**config.mk**
```make
export PLATFORM = sky130hd
export DESIGN_NAME = cdt_timer
export DESIGN_NICKNAME = d
export VERILOG_FILES = /design/src/rtl/cdt_pkg.sv /design/src/rtl/cdt_cfg.sv /design/src/rtl/cdt_tick_gen.sv /design/src/rtl/cdt_ctrl.sv /design/src/rtl/cdt_timer.sv
export SDC_FILE = /design/constraint.sdc
export NUM_CORES = 1
export LEC_CHECK = 0
export CORE_UTILIZATION = 63
export CTS_CLUSTER_DIAMETER = 100
export DETAILED_ROUTE_END_ITERATION = 10
export HOLD_SLACK_MARGIN = 0.08
export PLACE_DENSITY_LB_ADDON = 0.08
export RECOVER_POWER = 25
export SLEW_MARGIN = 25
export SYNTH_ARGS = -nofsm -noshare
export SYNTH_HDL_FRONTEND = slang
export SYNTH_SLANG_ARGS = --single-unit
```
**constraint.sdc**
```tcl
create_clock -name clk -period 13.5 [get_ports clk]
set_input_delay 2.7 -clock clk [delete_from_list [all_inputs] [get_ports clk]]
set_output_delay 2.7 -clock clk [all_outputs]
set_load 0.05 [all_outputs]
```
**src/rtl/cdt_pkg.sv**
```systemverilog
package cdt_pkg;

  typedef enum logic [1:0] {
    MODE_OFF      = 2'd0,
    MODE_PERIODIC = 2'd1,
    MODE_ONESHOT  = 2'd2
  } cdt_mode_e;

  typedef enum logic [2:0] {
    OP_PER_INT   = 3'd0,
    OP_PER_FRAC  = 3'd1,
    OP_LIM       = 3'd2,
    OP_LIM_LOAD  = 3'd3,
    OP_CNT       = 3'd4,
    OP_RUN_PER   = 3'd5,
    OP_RUN_ONE   = 3'd6,
    OP_HALT      = 3'd7
  } cdt_op_e;

endpackage

```
**src/rtl/cdt_cfg.sv**
```systemverilog
// Configuration holding registers: limit, integer period and fraction.
module cdt_cfg #(
  parameter int CNT_W  = 32,
  parameter int PER_W  = 16,
  parameter int FRAC_W = 32
) (
  input  logic              clk,
  input  logic              rst_n,
  input  logic              wr_per_int_i,
  input  logic              wr_per_frac_i,
  input  logic              wr_lim_i,
  input  logic [CNT_W-1:0]  data_i,
  input  logic [FRAC_W-1:0] frac_i,
  output logic [CNT_W-1:0]  lim_nx_o,
  output logic [PER_W-1:0]  pint_q_o,
  output logic [PER_W-1:0]  pint_nx_o,
  output logic [FRAC_W-1:0] frac_q_o
);

  logic [CNT_W-1:0]  lim_q, lim_d;
  logic [PER_W-1:0]  pint_q, pint_d;
  logic [FRAC_W-1:0] frac_q, frac_d;
  logic              lim_en, per_en;

  always_comb begin
    lim_en = wr_lim_i;
    per_en = wr_per_int_i | wr_per_frac_i;
    lim_d  = lim_en ? data_i : lim_q;
    pint_d = per_en ? data_i[PER_W-1:0] : pint_q;
    frac_d = frac_q;
    if (wr_per_int_i)  frac_d = '0;
    if (wr_per_frac_i) frac_d = frac_i;
  end

  always_ff @(posedge clk or negedge rst_n) begin
    if (!rst_n) begin
      lim_q  <= '0;
      pint_q <= '0;
      frac_q <= '0;
    end else begin
      if (lim_en) lim_q <= lim_d;
      if (per_en) begin
        pint_q <= pint_d;
        frac_q <= frac_d;
      end
    end
  end

  assign lim_nx_o  = lim_d;
  assign pint_q_o  = pint_q;
  assign pint_nx_o = pint_d;
  assign frac_q_o  = frac_q;

endmodule

```
**src/rtl/cdt_tick_gen.sv**
```systemverilog
// Tick generator: integer cycle counter plus fractional carry accumulator.
module cdt_tick_gen #(
  parameter int PER_W  = 16,
  parameter int FRAC_W = 32
) (
  input  logic              clk,
  input  logic              rst_n,
  input  logic              run_i,
  input  logic              restart_i,
  input  logic [PER_W-1:0]  pint_i,
  input  logic [FRAC_W-1:0] frac_i,
  output logic              tick_o
);

  localparam int EW = PER_W + 1;

  logic [PER_W-1:0]  cyc_q, cyc_d;
  logic [FRAC_W-1:0] acc_q, acc_d;
  logic              extra_q, extra_d;
  logic [FRAC_W:0]   acc_sum;
  logic [EW-1:0]     cyc_nx, span;
  logic              at_end, clr, en;

  always_comb begin
    acc_sum = {1'b0, acc_q} + {1'b0, frac_i};
    cyc_nx  = {1'b0, cyc_q} + EW'(1);
    span    = {1'b0, pint_i} + EW'(extra_q);
    at_end  = run_i && (cyc_nx == span);
    clr     = !run_i || restart_i;
    en      = clr || run_i;
    cyc_d   = cyc_nx[PER_W-1:0];
    acc_d   = acc_q;
    extra_d = extra_q;
    if (clr) begin
      cyc_d   = '0;
      acc_d   = '0;
      extra_d = 1'b0;
    end else if (at_end) begin
      cyc_d   = '0;
      acc_d   = acc_sum[FRAC_W-1:0];
      extra_d = acc_sum[FRAC_W];
    end
  end

  always_ff @(posedge clk or negedge rst_n) begin
    if (!rst_n) begin
      cyc_q   <= '0;
      acc_q   <= '0;
      extra_q <= 1'b0;
    end else if (en) begin
      cyc_q   <= cyc_d;
      acc_q   <= acc_d;
      extra_q <= extra_d;
    end
  end

  assign tick_o = at_end && !restart_i;

endmodule

```
**src/rtl/cdt_ctrl.sv**
```systemverilog
// Mode state machine, count register and interrupt pulse.
module cdt_ctrl
  import cdt_pkg::*;
#(
  parameter int CNT_W = 32,
  parameter int PER_W = 16
) (
  input  logic             clk,
  input  logic             rst_n,
  input  logic             wr_per_i,
  input  logic             wr_lim_load_i,
  input  logic             wr_cnt_i,
  input  logic             run_per_i,
  input  logic             run_one_i,
  input  logic             halt_i,
  input  logic [CNT_W-1:0] data_i,
  input  logic [CNT_W-1:0] lim_nx_i,
  input  logic [PER_W-1:0] pint_q_i,
  input  logic [PER_W-1:0] pint_nx_i,
  input  logic             tick_i,
  output cdt_mode_e        mode_o,
  output logic [CNT_W-1:0] count_o,
  output logic             irq_o,
  output logic             run_o,
  output logic             restart_o
);

  cdt_mode_e        mode_q, mode_d;
  logic [CNT_W-1:0] cnt_q, cnt_d;
  logic             irq_q, irq_d;
  logic             running, start_ok, restart_cmd, cnt_en;
  logic [CNT_W+1:0] rl;

  // Reload evaluation: {dead, fire, count}
  function automatic logic [CNT_W+1:0] reload_f(input logic [CNT_W-1:0] c,
                                                input logic [CNT_W-1:0] lim);
    logic             fire;
    logic [CNT_W-1:0] nc;
    fire = (c == '0);
    nc   = fire ? lim : c;
    return {(nc == '0), fire, nc};
  endfunction

  always_comb begin
    running     = (mode_q != MODE_OFF);
    restart_cmd = wr_per_i | wr_lim_load_i | wr_cnt_i;
    start_ok    = (run_per_i | run_one_i) && !running && (pint_q_i != '0);
    restart_o   = start_ok || (running && restart_cmd);
    mode_d      = mode_q;
    cnt_d       = cnt_q;
    irq_d       = 1'b0;
    rl          = '0;
    if (start_ok) begin
      mode_d = run_one_i ? MODE_ONESHOT : MODE_PERIODIC;
      rl     = reload_f(cnt_q, lim_nx_i);
      irq_d  = rl[CNT_W];
      cnt_d  = rl[CNT_W-1:0];
      if (rl[CNT_W+1]) mode_d = MODE_OFF;
    end else if (halt_i) begin
      mode_d = MODE_OFF;
    end else if (wr_cnt_i || wr_lim_load_i) begin
      cnt_d = data_i;
      if (running) begin
        rl    = reload_f(data_i, lim_nx_i);
        irq_d = rl[CNT_W];
        cnt_d = rl[CNT_W-1:0];
        if (rl[CNT_W+1]) mode_d = MODE_OFF;
      end
    end else if (wr_per_i && running) begin
      if (pint_nx_i == '0) mode_d = MODE_OFF;
    end else if (tick_i && running) begin
      if (cnt_q == CNT_W'(1)) begin
        irq_d = 1'b1;
        if (mode_q == MODE_ONESHOT) begin
          mode_d = MODE_OFF;
          cnt_d  = '0;
        end else begin
          cnt_d = lim_nx_i;
          if (lim_nx_i == '0) mode_d = MODE_OFF;
        end
      end else begin
        cnt_d = cnt_q - CNT_W'(1);
      end
    end
    cnt_en = (cnt_d != cnt_q);
  end

  always_ff @(posedge clk or negedge rst_n) begin
    if (!rst_n) begin
      mode_q <= MODE_OFF;
      cnt_q  <= '0;
      irq_q  <= 1'b0;
    end else begin
      mode_q <= mode_d;
      irq_q  <= irq_d;
      if (cnt_en) cnt_q <= cnt_d;
    end
  end

  assign mode_o  = mode_q;
  assign count_o = cnt_q;
  assign irq_o   = irq_q;
  assign run_o   = running;

endmodule

```
**src/rtl/cdt_timer.sv**
```systemverilog
// Top level: reset synchronizer, command decode, configuration, tick and control.
module cdt_timer
  import cdt_pkg::*;
#(
  parameter int CNT_W  = 32,
  parameter int PER_W  = 16,
  parameter int FRAC_W = 32
) (
  input  logic              clk,
  input  logic              rst_n,
  input  logic              cmd_valid_i,
  input  logic [2:0]        cmd_op_i,
  input  logic [CNT_W-1:0]  cmd_data_i,
  input  logic [FRAC_W-1:0] cmd_frac_i,
  output logic [CNT_W-1:0]  count_o,
  output logic [1:0]        mode_o,
  output logic              irq_o
);

  logic [1:0] rst_sync_q;
  logic       rst_int_n;

  always_ff @(posedge clk or negedge rst_n) begin
    if (!rst_n) rst_sync_q <= 2'b00;
    else        rst_sync_q <= {rst_sync_q[0], 1'b1};
  end
  assign rst_int_n = rst_sync_q[1];

  cdt_op_e op;
  logic    wr_per_int, wr_per_frac, wr_lim, wr_lim_load, wr_cnt;
  logic    run_per, run_one, halt;

  always_comb begin
    op          = cdt_op_e'(cmd_op_i);
    wr_per_int  = cmd_valid_i && (op == OP_PER_INT);
    wr_per_frac = cmd_valid_i && (op == OP_PER_FRAC);
    wr_lim      = cmd_valid_i && (op == OP_LIM || op == OP_LIM_LOAD);
    wr_lim_load = cmd_valid_i && (op == OP_LIM_LOAD);
    wr_cnt      = cmd_valid_i && (op == OP_CNT);
    run_per     = cmd_valid_i && (op == OP_RUN_PER);
    run_one     = cmd_valid_i && (op == OP_RUN_ONE);
    halt        = cmd_valid_i && (op == OP_HALT);
  end

  logic [CNT_W-1:0]  lim_nx;
  logic [PER_W-1:0]  pint_q, pint_nx;
  logic [FRAC_W-1:0] frac_q;
  logic              tick, run, restart;
  cdt_mode_e         mode;

  cdt_cfg #(.CNT_W(CNT_W), .PER_W(PER_W), .FRAC_W(FRAC_W)) u_cfg (
    .clk(clk), .rst_n(rst_int_n),
    .wr_per_int_i(wr_per_int), .wr_per_frac_i(wr_per_frac), .wr_lim_i(wr_lim),
    .data_i(cmd_data_i), .frac_i(cmd_frac_i),
    .lim_nx_o(lim_nx), .pint_q_o(pint_q), .pint_nx_o(pint_nx), .frac_q_o(frac_q)
  );

  cdt_tick_gen #(.PER_W(PER_W), .FRAC_W(FRAC_W)) u_tick (
    .clk(clk), .rst_n(rst_int_n), .run_i(run), .restart_i(restart),
    .pint_i(pint_q), .frac_i(frac_q), .tick_o(tick)
  );

  cdt_ctrl #(.CNT_W(CNT_W), .PER_W(PER_W)) u_ctrl (
    .clk(clk), .rst_n(rst_int_n),
    .wr_per_i(wr_per_int | wr_per_frac), .wr_lim_load_i(wr_lim_load),
    .wr_cnt_i(wr_cnt), .run_per_i(run_per), .run_one_i(run_one), .halt_i(halt),
    .data_i(cmd_data_i), .lim_nx_i(lim_nx), .pint_q_i(pint_q), .pint_nx_i(pint_nx),
    .tick_i(tick), .mode_o(mode), .count_o(count_o), .irq_o(irq_o),
    .run_o(run), .restart_o(restart)
  );

  assign mode_o = mode;

endmodule

```
---- Yosys cells after proc, flatten, opt, wreduce, memory -nomap -nowiden ----
Cells that the tools add are included.
word-level totals
  register bits ........................... 166
  output and inout port bits .............. 35
  word-level logic and storage cells ...... 111
operators by class
  add/subtract/negate cells ............... 4
  equal/unequal tests ..................... 14
  muxes and demuxes ....................... 40
  bitwise gates (word level) .............. 4
  reductions and logical operators ........ 39
operator list
  cell                                                                      number
  32-bit 2-to-1 mux                                                         15
  32-bit logical NOT                                                        5
  16-bit 2-to-1 mux                                                         3
  32-bit by 32-bit adder with 33-bit output                                 1
  32-bit by 1-bit == test with 1-bit output (second input constant)         1
  32-bit inequality test                                                    1
  32-bit by 1-bit subtractor with 32-bit output (second input constant)     1
  2-bit 2-to-1 mux                                                          13
  16-bit by 1-bit adder with 17-bit output                                  1
  16-bit by 1-bit adder with 17-bit output (second input constant)          1
  17-bit == test                                                            1
  16-bit logical NOT                                                        1
  16-bit nonzero test                                                       1
  1-bit logical AND                                                         15
  3-bit == test (second input constant)                                     4
  5-bit nonzero test                                                        2
  1-bit 2-to-1 mux                                                          9
  4-bit by 3-bit inequality test with 1-bit output (second input constant)  2
  3-bit by 2-bit == test with 1-bit output (second input constant)          2
  6-bit AND reduction                                                       1
  2-bit nonzero test                                                        3
  6-bit nonzero test                                                        1
  1-bit logical OR                                                          5
  5-bit by 3-bit inequality test with 1-bit output (second input constant)  1
  6 further kinds                                                           11

---- Longest topological paths before layout ----
Gate-level depths: netlist of the first run.
  word-level depth ........................ 16
  depth in mapped cells ................... 12
  gate-level depth less buffers ........... 11

---- Cells and area by module ----
Synthesis of the first run repeated with hierarchy kept, for this count alone.
unflattened totals
  cells, all modules ...................... 1288
  area, all modules ....................... 11984.0 µm²
modules (own cells, without submodules)
  module        times used  cells each  area an instance (µm²)  sequential area each (µm²)
  cdt_tick_gen  1           519         4495.6                  1226.2
  cdt_ctrl      1           531         3833.7                  875.8
  cdt_cfg       1           226         3500.9                  2001.9
  cdt_timer     1           12          153.9                   50.0

---- Worst setup path before layout of the first run ----
OpenSTA, ideal clock, no wires.
  kind .................................... input -> register
  from .................................... input port cmd_op_i[1]
  to ...................................... register u_ctrl.mode_q[1], in the netlist u_ctrl.mode_o[1]
  library setup time ...................... 122 ps
  data arrival time ....................... 5297 ps
  data required time ...................... 13378 ps
  path slack .............................. 8081 ps
  cell stages on the path ................. 12
  buffers on the path ..................... 3
  cell sequence ........................... clkbuf_1 nand3b_1 clkbuf_1 clkbuf_1 mux2_2 nor4_1 nand2_1 nor4_1 a21oi_1 nor4_1 nor2_1 a32o_1
between the ends
  word-level cells in the longest chain between the ends .. 12
ends and longest elaborated chain
  what                                                                                  line                              source
  start, declared                                                                       cdt_timer.sv:12                   input logic [2:0] cmd_op_i,
  3-bit by 1-bit == test with 1-bit output / 3-bit logical NOT (equally long branches)  cdt_timer.sv:36, cdt_timer.sv:35
  1-bit logical AND (on tied branches)                                                  cdt_timer.sv:36, cdt_timer.sv:35
  1-bit OR                                                                              cdt_cfg.sv:27, cdt_timer.sv:65
  1-bit OR (2 in series)                                                                cdt_ctrl.sv:46                    restart_cmd = wr_per_i | wr_lim_load_i | wr_cnt_i;
  1-bit logical AND                                                                     cdt_ctrl.sv:48                    restart_o = start_ok || (running && restart_cmd);
  1-bit logical OR                                                                      cdt_ctrl.sv:48
  1-bit logical NOT                                                                     cdt_tick_gen.sv:57                assign tick_o = at_end && !restart_i;
  1-bit logical AND                                                                     cdt_tick_gen.sv:57
  1-bit logical AND                                                                     cdt_ctrl.sv:71                    end else if (tick_i && running) begin
  5-bit nonzero test (no line)                                                          --
  6-bit AND reduction (no line)                                                         --
  end signal, assigned                                                                  cdt_ctrl.sv:94                    mode_q <= mode_d;
  end, declared                                                                         cdt_ctrl.sv:28                    cdt_mode_e mode_q, mode_d;
Parallel ways exist; a longest one is shown, timed or not.
A chain may end at the register's enable or synchronous reset.

==> flow_summary.ini, run 1 <==
[setup_path]
required_ps = 13070
slowest_stage = clkbuf_1
end_kind = asynchronous set/reset pin
worst_setup_path_start_kind = flip-flop
cp_cell_sequence = clkbuf_1 -> clkbuf_1
path_max_fanout = 78
critPathKind = flip-flop to asynchronous set/reset pin
slowest_delay_ps = 3060
crit_path_frequent_cell = clkbuf_1
arrival_ps = 6960

[logic_synthesis]
syn-num-nets = 1350
ys_top_cells_by_area = dfrtp_1 38%, ha_1 4.4%, nand2_1 4.4%
synth_top_area_cell = dfrtp_1
synth_common_cells = 166 x dfrtp_1, 126 x nand2_1, 124 x nor2_1
yosysMostFrequentCell = dfrtp_1
synthFlopType = dfrtp_1
synth-seq-cells = 166
ys.warnings.count = 0
synthCells = 1241
avgSynthCellArea_um2 = 8.75
ys_types = 80
yosys.area.top_type_share_pct = 38.3
synthesis.area_mm2 = 0.0109
synthArstFlopShare_pct = 100
ys_seq_area_share_pct = 38.3
synth_enable_flop_cells = 0

[timing]
min_period_over_period_pct = 54.7
setup_violations = 0
max_freq_mhz = 135
drv_slew = 130
post-route-min-period_ps = 7390
worst_slew_pin_slew_ps = 4170
tns_ps = 0
fin_skew_ps = 9.65
setup_slack_ps = 6110
final_hold_viol_count = 0
maxSlewHeadroom_pct = -178
rsz0062_at_grt = false

[placement]
dp_slack_ps = 7210
place_area_mm2 = 0.0121
dp.final_hpwl_mm = 21.5
port_buffers = 104
gp_congestion = 0.953

[grt]
overflow = 0
grt_max_degree = 84
track_usage_pct = 36.2
grt_pass1_wl_mm = 51.0
grt_pass1_vias = 9994
grt_antenna_before_repair = 0

[clock_network]
cts_buffers = 17
cts_setup_buffers = 0
clock_sinks = 166
cts_tree = yes
htree_levels = 4
ctsResizeCount = 0
path_clk_slew_ps = 70
insertion_delay_ps = 440
clockRootBuffer = clkbuf_16
clockBufferDepth = 2
ctsHoldBuffers = 0

[power_and_ir_drop]
power_density_mw_per_mm2 = 129
p_leak_uw = 0.00511
peakVddDrop_mv = 0.119

[floorplanning]
core-area_mm2 = 0.0167
die_width_um = 133
io_pins = 105
start_util_pct = 65.0
fp-row-count = 47
die_area_mm2 = 0.0178
die_h_um = 133

[detailed_routing]
drtPass1Iterations = 7
vias = 10400
drt_wl_total_mm = 31.2
via_per_inst = 6.71
drc = 0
drtAntennaViolNets = 0
wire_per_inst_um = 20.1
drt_iter0_drc = 1026

[layout]
fin_util_pct = 75.8
area_delta_synth_final_pct = 16.6
fillCellCount = 1276
final_area_mm2 = 0.0127
finalNetCount = 1428
drive_above_1_share_pct = 8.56
diodes = 0

[hold_path]
hold_class = flip-flop to flip-flop

[status]
status = finished, violations left
violations = max-capacitance violations, max-slew violations

[run]
drv_cap = 2
## registers in the layout, indices dropped and copies added, names as in the netlist, 2 cells and up
name and count:
u_cfg.pint_q_o 16, u_cfg.lim_q 32, u_ctrl.count_o 32, u_tick.cyc_q 16, u_cfg.frac_q_o 32, u_tick.acc_q 32
u_ctrl.mode_o 2, rst_sync_q 2
## worst paths after layout
| path | start | endpoint | slack [ps] | cells after the start |
|---|---|---|---|---|
| min reg2reg | rst_sync_q[0] | rst_sync_q[1] | 370 | 0 |
| min | rst_sync_q[0] | rst_sync_q[1] | 370 | 0 |
| max in group clk | cmd_op_i[1] | u_ctrl.mode_o[1] | 7520 | 11 |
| min in group asynchronous | rst_sync_q[1] | u_cfg.frac_q_o[4] | 620 | 0 |
| max reg2reg | rst_sync_q[1] | u_tick.cyc_q[9] | 6110 | 2 |
| max | rst_sync_q[1] | u_tick.cyc_q[9] | 6110 | 2 |
## per-layer routing
metal	global-route usage [%]	vias up	part of all wire [%]
met5	0	-	0
met4	14.5	0	3.5
met3	7.42	117	9.2
met2	57.4	565	46
met1	48.7	4933	41
li1	-	4796	-
## area by class of cell
class	count	area, um2	area share [%]
clock buffers	17	425	3.36
clock inverters	15	134	1.06
inverters	24	90.1	0.712
multi-input cells	986	6390	50.5
flip-flops and latches	166	4150	32.8
well taps	220	275	2.17
repair buffers	124	1180	9.35
## worst max-delay path, delay by kind of cell, from the launching register on
kind | cells | cell delay (ps)
buf+inv | 2 | 5130
flops | 1 | 1330
## power breakdown
part / total (uW) / leakage, uW / internal [uW] / switching, uW
clock network: 474 / 0.000276 / 244 / 230
registers: 676 / 0.00212 / 568 / 109
logic: 487 / 0.00271 / 182 / 305
## cells in the final DEF, fill, tap and decap left out, types with 19 or more instances in the layout
master and count:
nand2_1 125, nor3_1 30, nand4_1 19, nor2_1 123
dfrtp_1 166, clkdlybuf4s50_1 104, mux2_2 40, o21ai_0 93
mux2i_1 30, a31oi_1 24, a21oi_1 70, nor4_1 47
nand3_1 40, ha_1 38, inv_1 24, a211oi_1 21
xnor2_1 35
## stage by stage
stage                     std cells  hold WS [ps]  total power [uW]
final                          1552           368              1640
after detailed placement       1520           326              1160
after global placement         1519           344              1150
after CTS                      1552           327              1630
after floorplan                1241           331               978
after global routing           1552           379              1700
## kinds of logic (layout without fill, tap and decap cells)
group | Yosys count | count (layout) | synth area share [%]
xor+xnor | 48 | 48 | 3.87
flops | 166 | 166 | 38.3
other cells | 1 | 1 | 0.0345
mux | 70 | 70 | 6.91
fa+ha+maj | 39 | 39 | 4.56
compound gates | 356 | 356 | 21.5
buf+inv | 89 | 180 | 3.22
simple gates | 472 | 472 | 21.6
(Power assumes the default switching activity.)
==> run 2, diff against run 1 <==
- CORE_UTILIZATION: 63 -> 59
- clock period: 13.5 -> 7 ns (I/O delays scaled with it)
==> run 2 against run 1 <==
The run still ends with max-capacitance violations, max-slew violations left. Clock-buffer cell count grew 3. Wire length grew 0.36%. Setup slack lost 3700 ps. Die area grew 6.7%. Sequential power grew 94%. Clock skew grew 4.4 ps. Highest routed layer unchanged. Sequential share of layout area shrank 0.30 points. Combinational power grew 93%. Critical endpoint is now u_ctrl.mode_o[1]. First-iteration DRC count shrank 5.5%. Non-clock buffer count shrank 1. Critical path type is now input pin to flip-flop. Hold slack lost 11 ps. Critical path depth grew 9.
==> flow_summary.ini, run 2 (synthesis results as in run 1) <==
[grt]
overflow = 0
grt_max_degree = 84
grt_antenna_before_repair = 0
grt_pass1_wl_mm = 49.4
grt_pass1_vias = 9524
track_usage_pct = 33.9

[clock_network]
ctsResizeCount = 0
ctsHoldBuffers = 0
insertion_delay_ps = 440
path_clk_slew_ps = 70
cts_setup_buffers = 0
cts_buffers = 17
cts_tree = yes
clock_sinks = 166
htree_levels = 4
clockBufferDepth = 2
clockRootBuffer = clkbuf_16

[detailed_routing]
drtAntennaViolNets = 0
drc = 0
drt_iter0_drc = 970
via_per_inst = 6.63
drtPass1Iterations = 6
vias = 10300
wire_per_inst_um = 20.0
drt_wl_total_mm = 31.3

[layout]
seqCellArea_mm2 = 0.00415
layout_common_cells = 166 x dfrtp_1, 125 x nand2_1, 123 x nor2_1
fillCellCount = 1462
finalNetCount = 1427
multi_input_area_mm2 = 0.00639
final_common_cell = dfrtp_1
area_delta_synth_final_pct = 17.7
diodes = 0
drive_above_1_share_pct = 8.49

[setup_path]
r2r_setup_slack_ps = 2980
cp_cell_sequence = clkdlybuf4s50_1 -> nand3b_1 -> buf_4 -> mux2i_1 -> inv_1 -> or4_1 -> nor4_1 -> mux2i_1 -> nor4_1 -> nor2_1 -> a32o_1
end_kind = flip-flop
slowest_delay_ps = 550
path_buf_inv = 3
worst_setup_path_start_kind = input pin
arrival_ps = 4860
crit_family = simple AND/OR/NAND/NOR gates
critPathKind = input pin to flip-flop
slowest_stage = or4_1
required_ps = 7320
path_max_fanout = 37

[floorplanning]
die_h_um = 138
fp-row-count = 49
die_area_mm2 = 0.0189
io_pins = 105
start_util_pct = 60.2
die_width_um = 138
core-area_mm2 = 0.0180

[timing]
rsz0062_at_grt = false
worst_slew_pin_slew_ps = 2530
post-route-min-period_ps = 4540
setup_slack_ps = 2460
tns_ps = 0
fin_skew_ps = 14.0
final_hold_viol_count = 0
maxSlewHeadroom_pct = -68.7
max_freq_mhz = 220
drv_slew = 94
min_period_over_period_pct = 64.8
setup_violations = 0

[placement]
dp.final_hpwl_mm = 21.2
dp_slack_ps = 2120
port_buffers = 104
gp_congestion = 0.958

[power_and_ir_drop]
p_leak_uw = 0.00516
power_density_mw_per_mm2 = 261
peakVddDrop_mv = 0.256
p_total_uw = 3330

[run]
drv_cap = 2

[status]
violations = max-capacitance violations, max-slew violations
status = finished, violations left

[hold_path]
hold_class = flip-flop to flip-flop
## run 2: final timing paths
kind                              startpoint            endpoint  cells after the start
max in group asynchronous      rst_sync_q[1]  u_cfg.frac_q_o[24]                      1
hold / removal                 rst_sync_q[0]       rst_sync_q[1]                      0
setup / recovery                 cmd_op_i[1]    u_ctrl.mode_o[1]                     11
hold reg to reg                rst_sync_q[0]       rst_sync_q[1]                      0
min in group asynchronous      rst_sync_q[1]  u_ctrl.count_o[20]                      0
setup reg to reg           u_cfg.pint_q_o[0]  u_ctrl.count_o[11]                     12
## run 2: cell type report
class | instances | area share (%)
Multi-Input combinational cell | 986 | 50.0
Sequential cell | 166 | 32.5
Timing Repair Buffer | 123 | 9.24
Clock buffer | 20 | 3.50
Tap cell | 229 | 2.24
Clock inverter | 12 | 1.75
Inverter | 24 | 0.705
## run 2: where the power goes
part,leakage (uW),internal [uW],switching [uW]
combinational,0.00271,351,587
sequential,0.00212,1090,213
clock,0.000325,680,404
total,0.00516,2130,1200
## run 2: per-layer routing
| metal | global-route usage (%) | wire (um) | vias to the layer above |
|---|---|---|---|
| met5 | 0 | 0 | - |
| met4 | 13.1 | 984 | 0 |
| met3 | 6.36 | 2580 | 95 |
| met2 | 53.8 | 14300 | 504 |
| met1 | 45.8 | 13400 | 4930 |
| li1 | - | - | 4819 |
## run 2: stage by stage
step	utilization (%)	instances	area, um2	hold WS, ps
6_report	70.9	1560	12800	357
5_1_grt	70.9	1560	12800	373
4_1_cts	70.9	1560	12800	364
3_5_place_dp	67.2	1528	12100	342
3_3_place_gp	67.1	1528	12100	339
2_1_floorplan	-	1241	10900	331
